## src/rtl/tapg_pkg.sv

```systemverilog
`timescale 1ns/1ps
package tapg_pkg;

    // Controller state codes; all 16 values are legal states so an upset
    // or an injected value always lands on a defined state.
    typedef enum logic [3:0] {
        ST_EXIT2_DR = 4'h0,
        ST_EXIT1_DR = 4'h1,
        ST_SHIFT_DR = 4'h2,
        ST_PAUSE_DR = 4'h3,
        ST_SEL_IR   = 4'h4,
        ST_UPD_DR   = 4'h5,
        ST_CAP_DR   = 4'h6,
        ST_SEL_DR   = 4'h7,
        ST_EXIT2_IR = 4'h8,
        ST_EXIT1_IR = 4'h9,
        ST_SHIFT_IR = 4'hA,
        ST_PAUSE_IR = 4'hB,
        ST_IDLE     = 4'hC,
        ST_UPD_IR   = 4'hD,
        ST_CAP_IR   = 4'hE,
        ST_RESET    = 4'hF
    } tap_state_e;

    localparam int STATE_W = 4;

    function automatic tap_state_e tap_next(input tap_state_e s, input logic m);
        tap_state_e n;
        unique case (s)
            ST_RESET:    n = m ? ST_RESET    : ST_IDLE;
            ST_IDLE:     n = m ? ST_SEL_DR   : ST_IDLE;
            ST_SEL_DR:   n = m ? ST_SEL_IR   : ST_CAP_DR;
            ST_CAP_DR:   n = m ? ST_EXIT1_DR : ST_SHIFT_DR;
            ST_SHIFT_DR: n = m ? ST_EXIT1_DR : ST_SHIFT_DR;
            ST_EXIT1_DR: n = m ? ST_UPD_DR   : ST_PAUSE_DR;
            ST_PAUSE_DR: n = m ? ST_EXIT2_DR : ST_PAUSE_DR;
            ST_EXIT2_DR: n = m ? ST_UPD_DR   : ST_SHIFT_DR;
            ST_UPD_DR:   n = m ? ST_SEL_DR   : ST_IDLE;
            ST_SEL_IR:   n = m ? ST_RESET    : ST_CAP_IR;
            ST_CAP_IR:   n = m ? ST_EXIT1_IR : ST_SHIFT_IR;
            ST_SHIFT_IR: n = m ? ST_EXIT1_IR : ST_SHIFT_IR;
            ST_EXIT1_IR: n = m ? ST_UPD_IR   : ST_PAUSE_IR;
            ST_PAUSE_IR: n = m ? ST_EXIT2_IR : ST_PAUSE_IR;
            ST_EXIT2_IR: n = m ? ST_UPD_IR   : ST_SHIFT_IR;
            ST_UPD_IR:   n = m ? ST_SEL_DR   : ST_IDLE;
            default:     n = ST_RESET;
        endcase
        return n;
    endfunction

endpackage

```

## src/rtl/tapg_fsm.sv

```systemverilog
`timescale 1ns/1ps
module tapg_fsm
    import tapg_pkg::*;
(
    input  logic                tck,
    input  logic                trst_n,
    input  logic                tms_eff,
    input  logic                inj_en,
    input  logic [STATE_W-1:0]  inj_state,
    output tap_state_e          state
);

    tap_state_e state_nxt;

    // Next-state decode
    always_comb begin
        state_nxt = tap_next(state, tms_eff);
    end

    // State register; injection overrides the decoded transition
    always_ff @(posedge tck or negedge trst_n) begin
        if (!trst_n) begin
            state <= ST_RESET;
        end else if (inj_en) begin
            state <= tap_state_e'(inj_state);
        end else begin
            state <= state_nxt;
        end
    end

endmodule

```

## src/rtl/tapg_ir.sv

```systemverilog
`timescale 1ns/1ps
module tapg_ir
    import tapg_pkg::*;
#(
    parameter int IR_W = 5
) (
    input  logic            tck,
    input  logic            trst_n,
    input  tap_state_e      state,
    input  logic            tdi_eff,
    output logic [IR_W-1:0] instr,
    output logic            tdo
);

    localparam logic [IR_W-1:0] BYPASS_CODE  = '1;
    localparam logic [IR_W-1:0] CAPTURE_CODE = IR_W'(1);

    logic [IR_W-1:0] ir_sh;
    logic            byp_bit;

    // Instruction shift path
    always_ff @(posedge tck or negedge trst_n) begin
        if (!trst_n) begin
            ir_sh <= CAPTURE_CODE;
        end else begin
            unique case (state)
                ST_CAP_IR:   ir_sh <= CAPTURE_CODE;
                ST_SHIFT_IR: ir_sh <= {tdi_eff, ir_sh[IR_W-1:1]};
                default:     ir_sh <= ir_sh;
            endcase
        end
    end

    // Latched instruction
    always_ff @(posedge tck or negedge trst_n) begin
        if (!trst_n) begin
            instr <= BYPASS_CODE;
        end else begin
            unique case (state)
                ST_RESET:  instr <= BYPASS_CODE;
                ST_UPD_IR: instr <= ir_sh;
                default:   instr <= instr;
            endcase
        end
    end

    // One-bit bypass data register
    always_ff @(posedge tck or negedge trst_n) begin
        if (!trst_n) begin
            byp_bit <= 1'b0;
        end else begin
            unique case (state)
                ST_CAP_DR:   byp_bit <= 1'b0;
                ST_SHIFT_DR: byp_bit <= tdi_eff;
                default:     byp_bit <= byp_bit;
            endcase
        end
    end

    // Serial output selection
    always_comb begin
        unique case (state)
            ST_SHIFT_IR: tdo = ir_sh[0];
            ST_SHIFT_DR: tdo = byp_bit;
            default:     tdo = 1'b0;
        endcase
    end

endmodule

```

## src/rtl/tapg_recovery.sv

```systemverilog
`timescale 1ns/1ps
module tapg_recovery #(
    parameter int IR_W         = 5,
    parameter int RESET_CYCLES = 5,
    parameter int REC_PERIOD   = 0
) (
    input  logic tck,
    input  logic trst_n,
    input  logic req,
    input  logic pin_tms,
    input  logic pin_tdi,
    output logic tms_eff,
    output logic tdi_eff,
    output logic busy
);

    // reset walk, then Idle, SelDR, SelIR, CapIR, ShiftIR, IR_W shifts,
    // Update and back to Idle
    localparam int SEQ_LEN = RESET_CYCLES + IR_W + 7;
    localparam int STEP_W  = $clog2(SEQ_LEN);
    localparam logic [STEP_W-1:0] LAST_STEP = STEP_W'(SEQ_LEN - 1);

    logic [STEP_W-1:0] step;
    logic              per_tick;
    logic              start;

    function automatic logic seq_tms(input logic [STEP_W-1:0] s);
        int i;
        i = int'(s);
        if (i < RESET_CYCLES) return 1'b1;
        i = i - RESET_CYCLES;
        if (i == 1 || i == 2) return 1'b1;
        if (i == IR_W + 4 || i == IR_W + 5) return 1'b1;
        return 1'b0;
    endfunction

    generate
        if (REC_PERIOD > 0) begin : g_periodic
            localparam int PW = (REC_PERIOD > 1) ? $clog2(REC_PERIOD) : 1;
            localparam logic [PW-1:0] P_LAST = PW'(REC_PERIOD - 1);
            logic [PW-1:0] per_cnt;

            always_ff @(posedge tck or negedge trst_n) begin
                if (!trst_n) begin
                    per_cnt <= '0;
                end else if (!busy) begin
                    if (req || per_cnt == P_LAST) per_cnt <= '0;
                    else                         per_cnt <= per_cnt + 1'b1;
                end
            end
            assign per_tick = !busy && (per_cnt == P_LAST);
        end else begin : g_on_demand
            assign per_tick = 1'b0;
        end
    endgenerate

    assign start = !busy && (req || per_tick);

    always_ff @(posedge tck or negedge trst_n) begin
        if (!trst_n) begin
            busy <= 1'b0;
            step <= '0;
        end else if (!busy) begin
            if (start) begin
                busy <= 1'b1;
                step <= '0;
            end
        end else begin
            if (step == LAST_STEP) busy <= 1'b0;
            step <= step + 1'b1;
        end
    end

    always_comb begin
        tms_eff = busy ? seq_tms(step) : pin_tms;
        tdi_eff = busy ? 1'b1 : pin_tdi;
    end

endmodule

```

## src/rtl/tap_upset_guard.sv

```systemverilog
`timescale 1ns/1ps
module tap_upset_guard
    import tapg_pkg::*;
#(
    parameter int              IR_W         = 5,
    parameter int              RESET_CYCLES = 5,
    parameter int              REC_PERIOD   = 0,
    parameter logic [IR_W-1:0] EXTEST_CODE  = '0
) (
    input  logic                tck,
    input  logic                trst_n,
    input  logic                tms,
    input  logic                tdi,
    output logic                tdo,
    input  logic                rec_req,
    input  logic                inj_en,
    input  logic [STATE_W-1:0]  inj_state,
    output logic [IR_W-1:0]     instr,
    output logic [STATE_W-1:0]  tap_state,
    output logic                extest_active,
    output logic                rec_busy
);

    logic       tms_eff;
    logic       tdi_eff;
    tap_state_e state;

    tapg_recovery #(
        .IR_W         (IR_W),
        .RESET_CYCLES (RESET_CYCLES),
        .REC_PERIOD   (REC_PERIOD)
    ) u_rec (
        .tck     (tck),
        .trst_n  (trst_n),
        .req     (rec_req),
        .pin_tms (tms),
        .pin_tdi (tdi),
        .tms_eff (tms_eff),
        .tdi_eff (tdi_eff),
        .busy    (rec_busy)
    );

    tapg_fsm u_fsm (
        .tck       (tck),
        .trst_n    (trst_n),
        .tms_eff   (tms_eff),
        .inj_en    (inj_en),
        .inj_state (inj_state),
        .state     (state)
    );

    tapg_ir #(
        .IR_W (IR_W)
    ) u_ir (
        .tck     (tck),
        .trst_n  (trst_n),
        .state   (state),
        .tdi_eff (tdi_eff),
        .instr   (instr),
        .tdo     (tdo)
    );

    // Output process: flag drops on the same cycle Reset is entered
    always_comb begin
        tap_state     = state;
        extest_active = (instr == EXTEST_CODE) && (state != ST_RESET);
    end

endmodule

```

## config.mk

```make
export PLATFORM = sky130hd
export DESIGN_NAME = tap_upset_guard
export DESIGN_NICKNAME = d
export VERILOG_FILES = /design/src/rtl/tapg_pkg.sv /design/src/rtl/tapg_fsm.sv /design/src/rtl/tapg_ir.sv /design/src/rtl/tapg_recovery.sv /design/src/rtl/tap_upset_guard.sv
export SDC_FILE = /design/constraint.sdc
export NUM_CORES = 1
export LEC_CHECK = 0
export ABC_AREA = 1
export ABC_CLOCK_PERIOD_IN_PS = 4500
export BUFFER_PORTS_ARGS = -buffer_cell sky130_fd_sc_hd__buf_2
export CORE_AREA = 2 2 51 53
export DETAILED_ROUTE_END_ITERATION = 8
export DIE_AREA = 0 0 53 55
export PLACE_DENSITY = 0.75
export SETUP_SLACK_MARGIN = 0.05
export SYNTH_ARGS = -nofsm -noshare
export SYNTH_HDL_FRONTEND = slang
export SYNTH_HIERARCHICAL = 1
export SYNTH_SLANG_ARGS = --single-unit
```

## constraint.sdc

```tcl
create_clock -name tck -period 4.5 [get_ports tck]
set_input_delay 1.35 -clock tck [delete_from_list [all_inputs] [get_ports tck]]
set_output_delay 1.35 -clock tck [all_outputs]
set_load 0.01 [all_outputs]
```

Word-level counts from Yosys, hierarchy flattened
Index checks and enable logic that the tools add are counted.
Widths: inputs -> output; s select.
Storage, ports and cells
  bits in registers: 21
  output and inout port bits: 12
  input bits: 10
  logic and storage cells: 81
Cells by class
  eq/ne operators: 21
  reduce and logical (&&, ||, !) cells: 14
  muxes and demuxes: 37
  add/subtract/negate cells: 2
  magnitude comparators: 1
Operators with widths (number)
  $eq 32x5->1 const B: 2
  $pmux 4 s12: 1
  $eq 32x2->1 const B: 1
  $eq 32x3->1 const B: 1
  $eq 4x4->1 const B: 8
  $pmux 5 s2: 2
  $mux 1: 18
  $eq 4x3->1 const B: 4
  $mux 2: 6
  $mux 3: 4
  $mux 5: 2
  $eq 4x2->1 const B: 2
  $mux 4: 2
  $reduce_bool 2->1: 4
  $sub 5x3->6 const B: 1
  $add 5x1->5 const B: 1
  $eq 5x5->1 const B: 1
  $logic_not 5->1: 1
  $lt 5x3->1 const B: 1
  $eq 4x1->1 const B: 1
  $logic_not 4->1: 1
  $ne 4x4->1 const B: 1
  $pmux 1 s2: 2
  $reduce_or 2->1: 2
  other kinds (4): 6

Logic depth before layout (Yosys ltp)
Gate-level depths: netlist (run 1).
  word-level depth: 14
  mapped depth: 13
  gate-level depth less buffers: 13

Hierarchy
The synthesis (run 1) kept the hierarchy.
By module, submodules not included
  tapg_ir: cells an instance 61, area each 516.7 um2, times used 1, seq. area each 282.8 um2
  tapg_recovery: cells an instance 54, area each 430.4 um2, times used 1, seq. area each 150.1 um2
  tapg_fsm: cells an instance 38, area each 246.5 um2, times used 1, seq. area each 105.1 um2
  tap_upset_guard: cells an instance 8, area each 33.8 um2, times used 1, seq. area each 0.0 um2

Worst setup path after synthesis (run 1)
No wires, ideal clock.
  kind: register to output
  start point: register u_fsm.state[1]
  end point: output port tdo
  slack: 2.035 ns
  required time: 3.150 ns
  stages on the path, launching flop included: 6
  arrival time: 1.115 ns
  path buffers: 1
  cell sequence: dfstp_2 > buf_4 > inv_2 > nor2_4 > nand3_1 > nand2_1
Between the ends
  word-level cells in the longest chain between the ends: 2
  elaborated cells between the ends (all ways): 3
  those cells by class: eq/ne: 2; mux: 1
RTL lines
  start: declaration: line tapg_fsm.sv:10  | output tap_state_e state
  start signal: assignment: line tapg_fsm.sv:25  | state <= tap_state_e'(inj_state);
  start signal: assignment: line tapg_fsm.sv:27  | state <= state_nxt;
  $eq 4x2->1 or $eq 4x4->1 (tied branches): line tapg_ir.sv:62  | unique case (state)
  $pmux 1 s2 *: line tapg_ir.sv:62
  end: declaration: line tap_upset_guard.sv:14  | output logic tdo,
Mark *: on every way between the ends. The rest lies on a longest branch, timed or not.

Worst setup path in the final report (run 1)
Same ends and word-level chain as after synthesis.

==> impl_metrics.csv, run 1 <==
group,metric,value,unit
status,status,"completed",
cts,ctsHoldBuffers,0,
timing,hold_violations,0,
detailed_routing,via_per_inst,5.12,
logic_synthesis,syn_nets,175,
placed_design,gp_congestion,0.910,
power_and_ir_drop,p_leak,0.723,nW
timing,drv_slew,0,
logic_synthesis,synthTopCellsByArea,"dfrtp_1, dfstp_2, nand2_1, nor2_1, nand3_1",
logic_synthesis,ys_ff_latch,21,
worst_setup_path,worstSetupEndpointType,"output pin",
cts,cts.sinks,21,
cells_and_area,fin_area,0.00138,mm^2
detailed_routing,highest_layer,"met4",
cts,root_buffer,"clkbuf_4",
cts,cts-buffers-inserted,3,
cts,clkLatencyLatePin,300,ps
timing,setup_viol,0,
cells_and_area,layout.nets,199,
logic_synthesis,yosysTopAreaCell,"dfrtp_1",
grt,antenna_found_initial,0,
worst_setup_path,crit_fanout,17,
floorplan,die_w,53,um
timing,whs,492,ps
worst_setup_path,worstSetupPathType,"flip-flop to output pin",
placed_design,postPlaceCellArea,0.00135,mm^2
worst_setup_path,critical_path_arrival,1510,ps
timing,slew_headroom,68.2,%
cells_and_area,syn2layout_area_growth,12.3,%
detailed_routing,ant_nets,0,
detailed_routing,remaining_drc_errors,0,
grt,grt_max_degree,22,
logic_synthesis,syn-cell-area,0.00123,mm^2
timing,grt_setup_unrepaired,"no",
logic_synthesis,synth_cells,161,
cells_and_area,final_core_util,58.3,%
cells_and_area,drive_gt1_share,27.2,%
timing,worst_slack,1640,ps
cells_and_area,fin_cells,214,
timing,worstMarginPinSlew,477,ps
cts,cts_tree,"yes",
timing,min_period,2860,ps
placed_design,dp_slack,1980,ps
power_and_ir_drop,powerDensity,697,mW/mm^2
cts,cts_resized,0,
logic_synthesis,synth_top_cell_area_share,22.4,%
cts,cts_max_level,1,
grt,globalRouteOverflowTotal,0,
placed_design,dp_hpwl,1790,um
floorplan,die_h,55,um
detailed_routing,wl_met3,93,um
cts,post_cts_buffers,0,
grt,grt_pass1_vias,962,
logic_synthesis,syn_area_per_cell,7.62,um^2
floorplan,core,0.00236,mm^2
detailed_routing,wl_met1,1040,um
detailed_routing,num_vias,1096,
placed_design,portBuffers,21,
logic_synthesis,yosysSeqAreaShare,43.8,%
cts,cts.reportedPaths.clkPinSlew,120,ps
flow_run,maxCapViolCount,0,
grt,grt_pass1_wl,3950,um
cts,cts_buffer_depth,2,
logic_synthesis,synth.distinct_cells,24,
timing,fin_crit_sh,63.6,%
floorplan,start_util,51.9,%
worst_hold_path,min_path_type,"flip-flop to flip-flop",
worst_setup_path,cp.required,3150,ps
timing,fmax,350,MHz
detailed_routing,wl,2420,um
logic_synthesis,yosysWarnings,6,
placed_design,dp_cells,210,
power_and_ir_drop,p_total,962,uW
floorplan,fp.dieArea,0.00292,mm^2
timing,fin_setup_tns,0,ps
detailed_routing,wl_per_cell,11.3,um
power_and_ir_drop,ir_drop,0.410,mV
detailed_routing,wl_met2,1270,um
grt,track_usage,18.3,%
timing,finalClockSkew,1.48,ps
floorplan,placementRows,18,
worst_setup_path,start_kind,"flip-flop",
detailed_routing,first_pass_iters,5,
floorplan,io_pins,22,
detailed_routing,first_iter_violations,20,
cells_and_area,diodes,0,
kinds of logic (layout without fill, tap and decap cells):
| kind of cell | count (synthesis) | in the layout | share of synthesized area (%) |
|---|---|---|---|
| simple gates | 91 | 91 | 34.6 |
| buf+inv | 23 | 46 | 7.95 |
| compound gates | 22 | 22 | 9.58 |
| flops | 21 | 21 | 43.8 |
| fa+ha+maj | 4 | 4 | 4.08 |
cell type report:
| type | instances | area, um^2 |
|---|---|---|
| flip-flops and latches | 21 | 538 |
| well taps | 30 | 37.5 |
| multi-input cells | 117 | 592 |
| inverters | 21 | 78.8 |
| repair buffers | 21 | 105 |
| fillers | 242 | 986 |
| clock buffers | 3 | 22.5 |
| clock inverters | 1 | 5.00 |
power by group:
part / internal (mW) / switching, mW
registers: 0.307 / 0.120
logic: 0.183 / 0.261
clock network: 0.0331 / 0.0571
synthesized netlist by cell type (all sizes together):
cell type,n
nand2,47
nor2,24
inv,21
nand3,14
o21ai,14
dfrtp,11
dfstp,10
a21oi,6
ha,4
buf,2
or2,2
a22o,1
nand3b,1
nand4,1
nor3,1
nor4,1
o21a,1
worst paths after layout:
check                                from              to  slack (ps)  cells past startpoint
hold reg to reg             u_ir/instr[3]   u_ir/instr[3]         490                      2
max in group asynchronous          trst_n   u_ir/ir_sh[0]        3160                      1
setup / recovery           u_fsm/state[1]             tdo        1640                      5
min in group asynchronous          trst_n   u_ir/ir_sh[3]         990                      1
setup reg to reg            u_rec/step[0]  u_fsm/state[3]        2720                     10
hold / removal              u_ir/instr[3]   u_ir/instr[3]         490                      2
cells in the final DEF, fill, tap and decap left out:
| cell | n |
|---|---|
| a21oi_1 | 6 |
| a22o_2 | 1 |
| buf_2 | 21 |
| clkbuf_4 | 3 |
| clkinv_2 | 1 |
| dfrtp_1 | 11 |
| dfstp_2 | 10 |
| ha_1 | 4 |
| inv_1 | 17 |
| inv_2 | 4 |
| nand2_1 | 46 |
| nand2_4 | 1 |
| nand3_1 | 13 |
| nand3_2 | 1 |
| nand3b_1 | 1 |
| nand4_1 | 1 |
| nor2_1 | 20 |
| nor2_2 | 2 |
| nor2_4 | 2 |
| nor3_4 | 1 |
| nor4_2 | 1 |
| o21a_1 | 1 |
| o21ai_0 | 8 |
| o21ai_1 | 6 |
| or2_2 | 2 |
state kept, by name (all words and copies together), names as in the netlist:
name          flops
u_fsm/state       4
u_rec/busy        1
u_rec/step        5
u_ir/byp_bit      1
u_ir/instr        5
u_ir/ir_sh        5
critical path, stage by stage (launching register included):
cell	delay [ps]
dfstp_2	710
inv_2	70
nor2_4	150
nand3_1	80
nand2_1	70
buf_2	120
layer usage:
layer | global-route usage [%] | vias up
met5 | 0 | -
li1 | - | 554
met2 | 34.6 | 27
met4 | 6.41 | 0
met1 | 21.3 | 513
met3 | 2.42 | 2
No activity file was read; power rests on OpenSTA's default activity.
==> inputs of run 2 (changes only) <==
--- a/config.mk
+++ b/config.mk
@@ -6,12 +6,12 @@
 export NUM_CORES = 1
 export LEC_CHECK = 0
 export ABC_AREA = 1
-export ABC_CLOCK_PERIOD_IN_PS = 4500
+export ABC_CLOCK_PERIOD_IN_PS = 2600
 export BUFFER_PORTS_ARGS = -buffer_cell sky130_fd_sc_hd__buf_2
-export CORE_AREA = 2 2 51 53
+export CORE_AREA = 2 2 54 56
 export DETAILED_ROUTE_END_ITERATION = 8
-export DIE_AREA = 0 0 53 55
-export PLACE_DENSITY = 0.75
+export DIE_AREA = 0 0 56 58
+export PLACE_DENSITY = 0.71
 export SETUP_SLACK_MARGIN = 0.05
 export SYNTH_ARGS = -nofsm -noshare
 export SYNTH_HDL_FRONTEND = slang
==> constraint.sdc (replaced) <==
create_clock -name tck -period 2.6 [get_ports tck]
set_input_delay 0.78 -clock tck [delete_from_list [all_inputs] [get_ports tck]]
set_output_delay 0.78 -clock tck [all_outputs]
set_load 0.01 [all_outputs]
==> run 2 against run 1 <==
Worst hold slack worse by 83 ps; critical path type unchanged; combinational power grew 74%; cell count grew 0.47%; via count fell by 3.4%; clock skew up 3.6 ps; sequential share of layout area did not move; utilization down 6.5 points; setup slack got worse by 1400 ps; critical path depth stayed put; global-route usage shrank 2.0 points; die area rose by 11%; non-clock buffer count stayed put.
==> impl_metrics.csv, run 2 (synthesis gave the netlist of run 1 again) <==
group,metric,value,unit
status,status,"completed",
detailed_routing,wl_per_cell,11.2,um
detailed_routing,num_vias,1059,
worst_setup_path,rrSetupSlack,800,ps
cts,cts_max_level,1,
detailed_routing,remaining_drc_errors,0,
cts,cts.reportedPaths.clkPinSlew,110,ps
power_and_ir_drop,powerDensity,1210,mW/mm^2
cts,cts_resized,0,
cells_and_area,drive_gt1_share,26.6,%
grt,grt_max_degree,22,
placed_design,portBuffers,21,
detailed_routing,via_per_inst,4.93,
cells_and_area,fill_cells,262,
placed_design,dp_hpwl,1820,um
timing,finalClockSkew,5.07,ps
timing,hold_violations,0,
cts,cts_buffer_depth,2,
grt,globalRouteOverflowTotal,0,
cells_and_area,syn2layout_area_growth,12.3,%
timing,fmax,430,MHz
worst_setup_path,start_kind,"flip-flop",
placed_design,gp_congestion,0.865,
power_and_ir_drop,ir_drop,0.721,mV
power_and_ir_drop,p_leak,0.720,nW
cts,cts-buffers-inserted,3,
timing,drv_slew,0,
detailed_routing,first_pass_iters,4,
grt,track_usage,16.3,%
cells_and_area,final_common_cell,"nand2_1",
cells_and_area,layout.nets,199,
grt,grt_pass1_wl,4220,um
floorplan,die_w,56,um
floorplan,io_pins,22,
timing,worstMarginPinSlew,460,ps
timing,fin_crit_sh,89.4,%
floorplan,core,0.00266,mm^2
floorplan,fp.dieArea,0.00325,mm^2
floorplan,start_util,46.1,%
detailed_routing,ant_nets,0,
worst_setup_path,worstReg2RegStart,"u_rec/step[0]",
cells_and_area,reg.largest.list,"u_ir/instr (5), u_ir/ir_sh (5), u_rec/step (5)",
worst_setup_path,crit_path_end,"tdo",
timing,min_period,2330,ps
worst_hold_path,min_path_type,"input port to async pin",
timing,grt_setup_unrepaired,"no",
worst_setup_path,critical_path_arrival,1550,ps
timing,fin_setup_tns,0,ps
worst_setup_path,worstSetupPathType,"flip-flop to output pin",
worst_setup_path,worstSetupEndpointType,"output pin",
worst_setup_path,cp.required,1820,ps
detailed_routing,first_iter_violations,45,
power_and_ir_drop,p_total,1.67,mW
cts,cts.sinks,21,
cts,clkLatencyLatePin,300,ps
worst_setup_path,r2r_end,"u_fsm/state[0]",
worst_setup_path,crit_fanout,17,
timing,slew_headroom,69.3,%
worst_setup_path,reg2reg_depth,13,
cells_and_area,layout_common_cells,"nand2_1, buf_2, nor2_1",
cts,ctsHoldBuffers,0,
cells_and_area,diodes,0,
floorplan,die_h,58,um
cts,root_buffer,"clkbuf_4",
grt,grt_pass1_vias,997,
cts,post_cts_buffers,0,
floorplan,placementRows,19,
timing,setup_viol,0,
flow_run,maxCapViolCount,0,
cts,cts_tree,"yes",
detailed_routing,wl,2410,um
grt,antenna_found_initial,0,
worst_setup_path,cp-startpoint,"u_fsm/state[1]",
run 2: layer usage:
metal | vias up | part of all wire [%] | global-route usage (%)
met2 | 13 | 51 | 28.9
met4 | 0 | 1.9 | 7.14
met1 | 488 | 45 | 20.1
met5 | - | 0 | 0
li1 | 553 | - | -
met3 | 5 | 2.4 | 2.01
run 2: per-stage QoR:
stage / setup WS, ps / cells / util (%) / hold WS, ps / cell area, um^2
2_1_floorplan: 705 / 161 / - / 450 / 1230
3_3_place_gp: 658 / 211 / 50.8 / 469 / 1350
3_5_place_dp: 630 / 211 / 50.8 / 467 / 1350
4_1_cts: 267 / 215 / 51.8 / 421 / 1380
5_1_grt: 143 / 215 / 51.8 / 443 / 1380
6_report: 275 / 215 / 51.8 / 409 / 1380
run 2: layout make-up:
class                   instances  area, um^2  share of cell area (%)
well taps                      31        38.8                    2.81
flip-flops and latches         21         538                    39.0
inverters                      21        78.8                    5.72
repair buffers                 21         105                    7.62
multi-input cells             117         592                    42.9
clock buffers                   4        26.3                    1.91
run 2: worst min-delay path by stage:
stage | from | to | slack (ps) | cells past startpoint
6_report | trst_n | u_ir/byp_bit | 410 | 1
5_1_grt | trst_n | u_ir/byp_bit | 440 | 1
4_1_cts | trst_n | u_rec/step[2] | 420 | 1
3_5_place_dp | u_ir/byp_bit | u_ir/byp_bit | 470 | 2
3_3_place_gp | u_ir/byp_bit | u_ir/byp_bit | 470 | 2
2_1_floorplan | u_ir/byp_bit | u_ir/byp_bit | 450 | 2
run 2: report_power, final:
part / total (mW) / internal (mW) / switching (mW)
combinational: 0.772 / 0.317 / 0.455
clock: 0.157 / 0.0598 / 0.0970
sequential: 0.741 / 0.532 / 0.209
run 2: critical path, stage by stage, from the launching register on:
cell and delay, ps:
dfstp_2 720, inv_2 70, nor2_4 150, nand3_1 90
nand2_1 90, buf_2 130
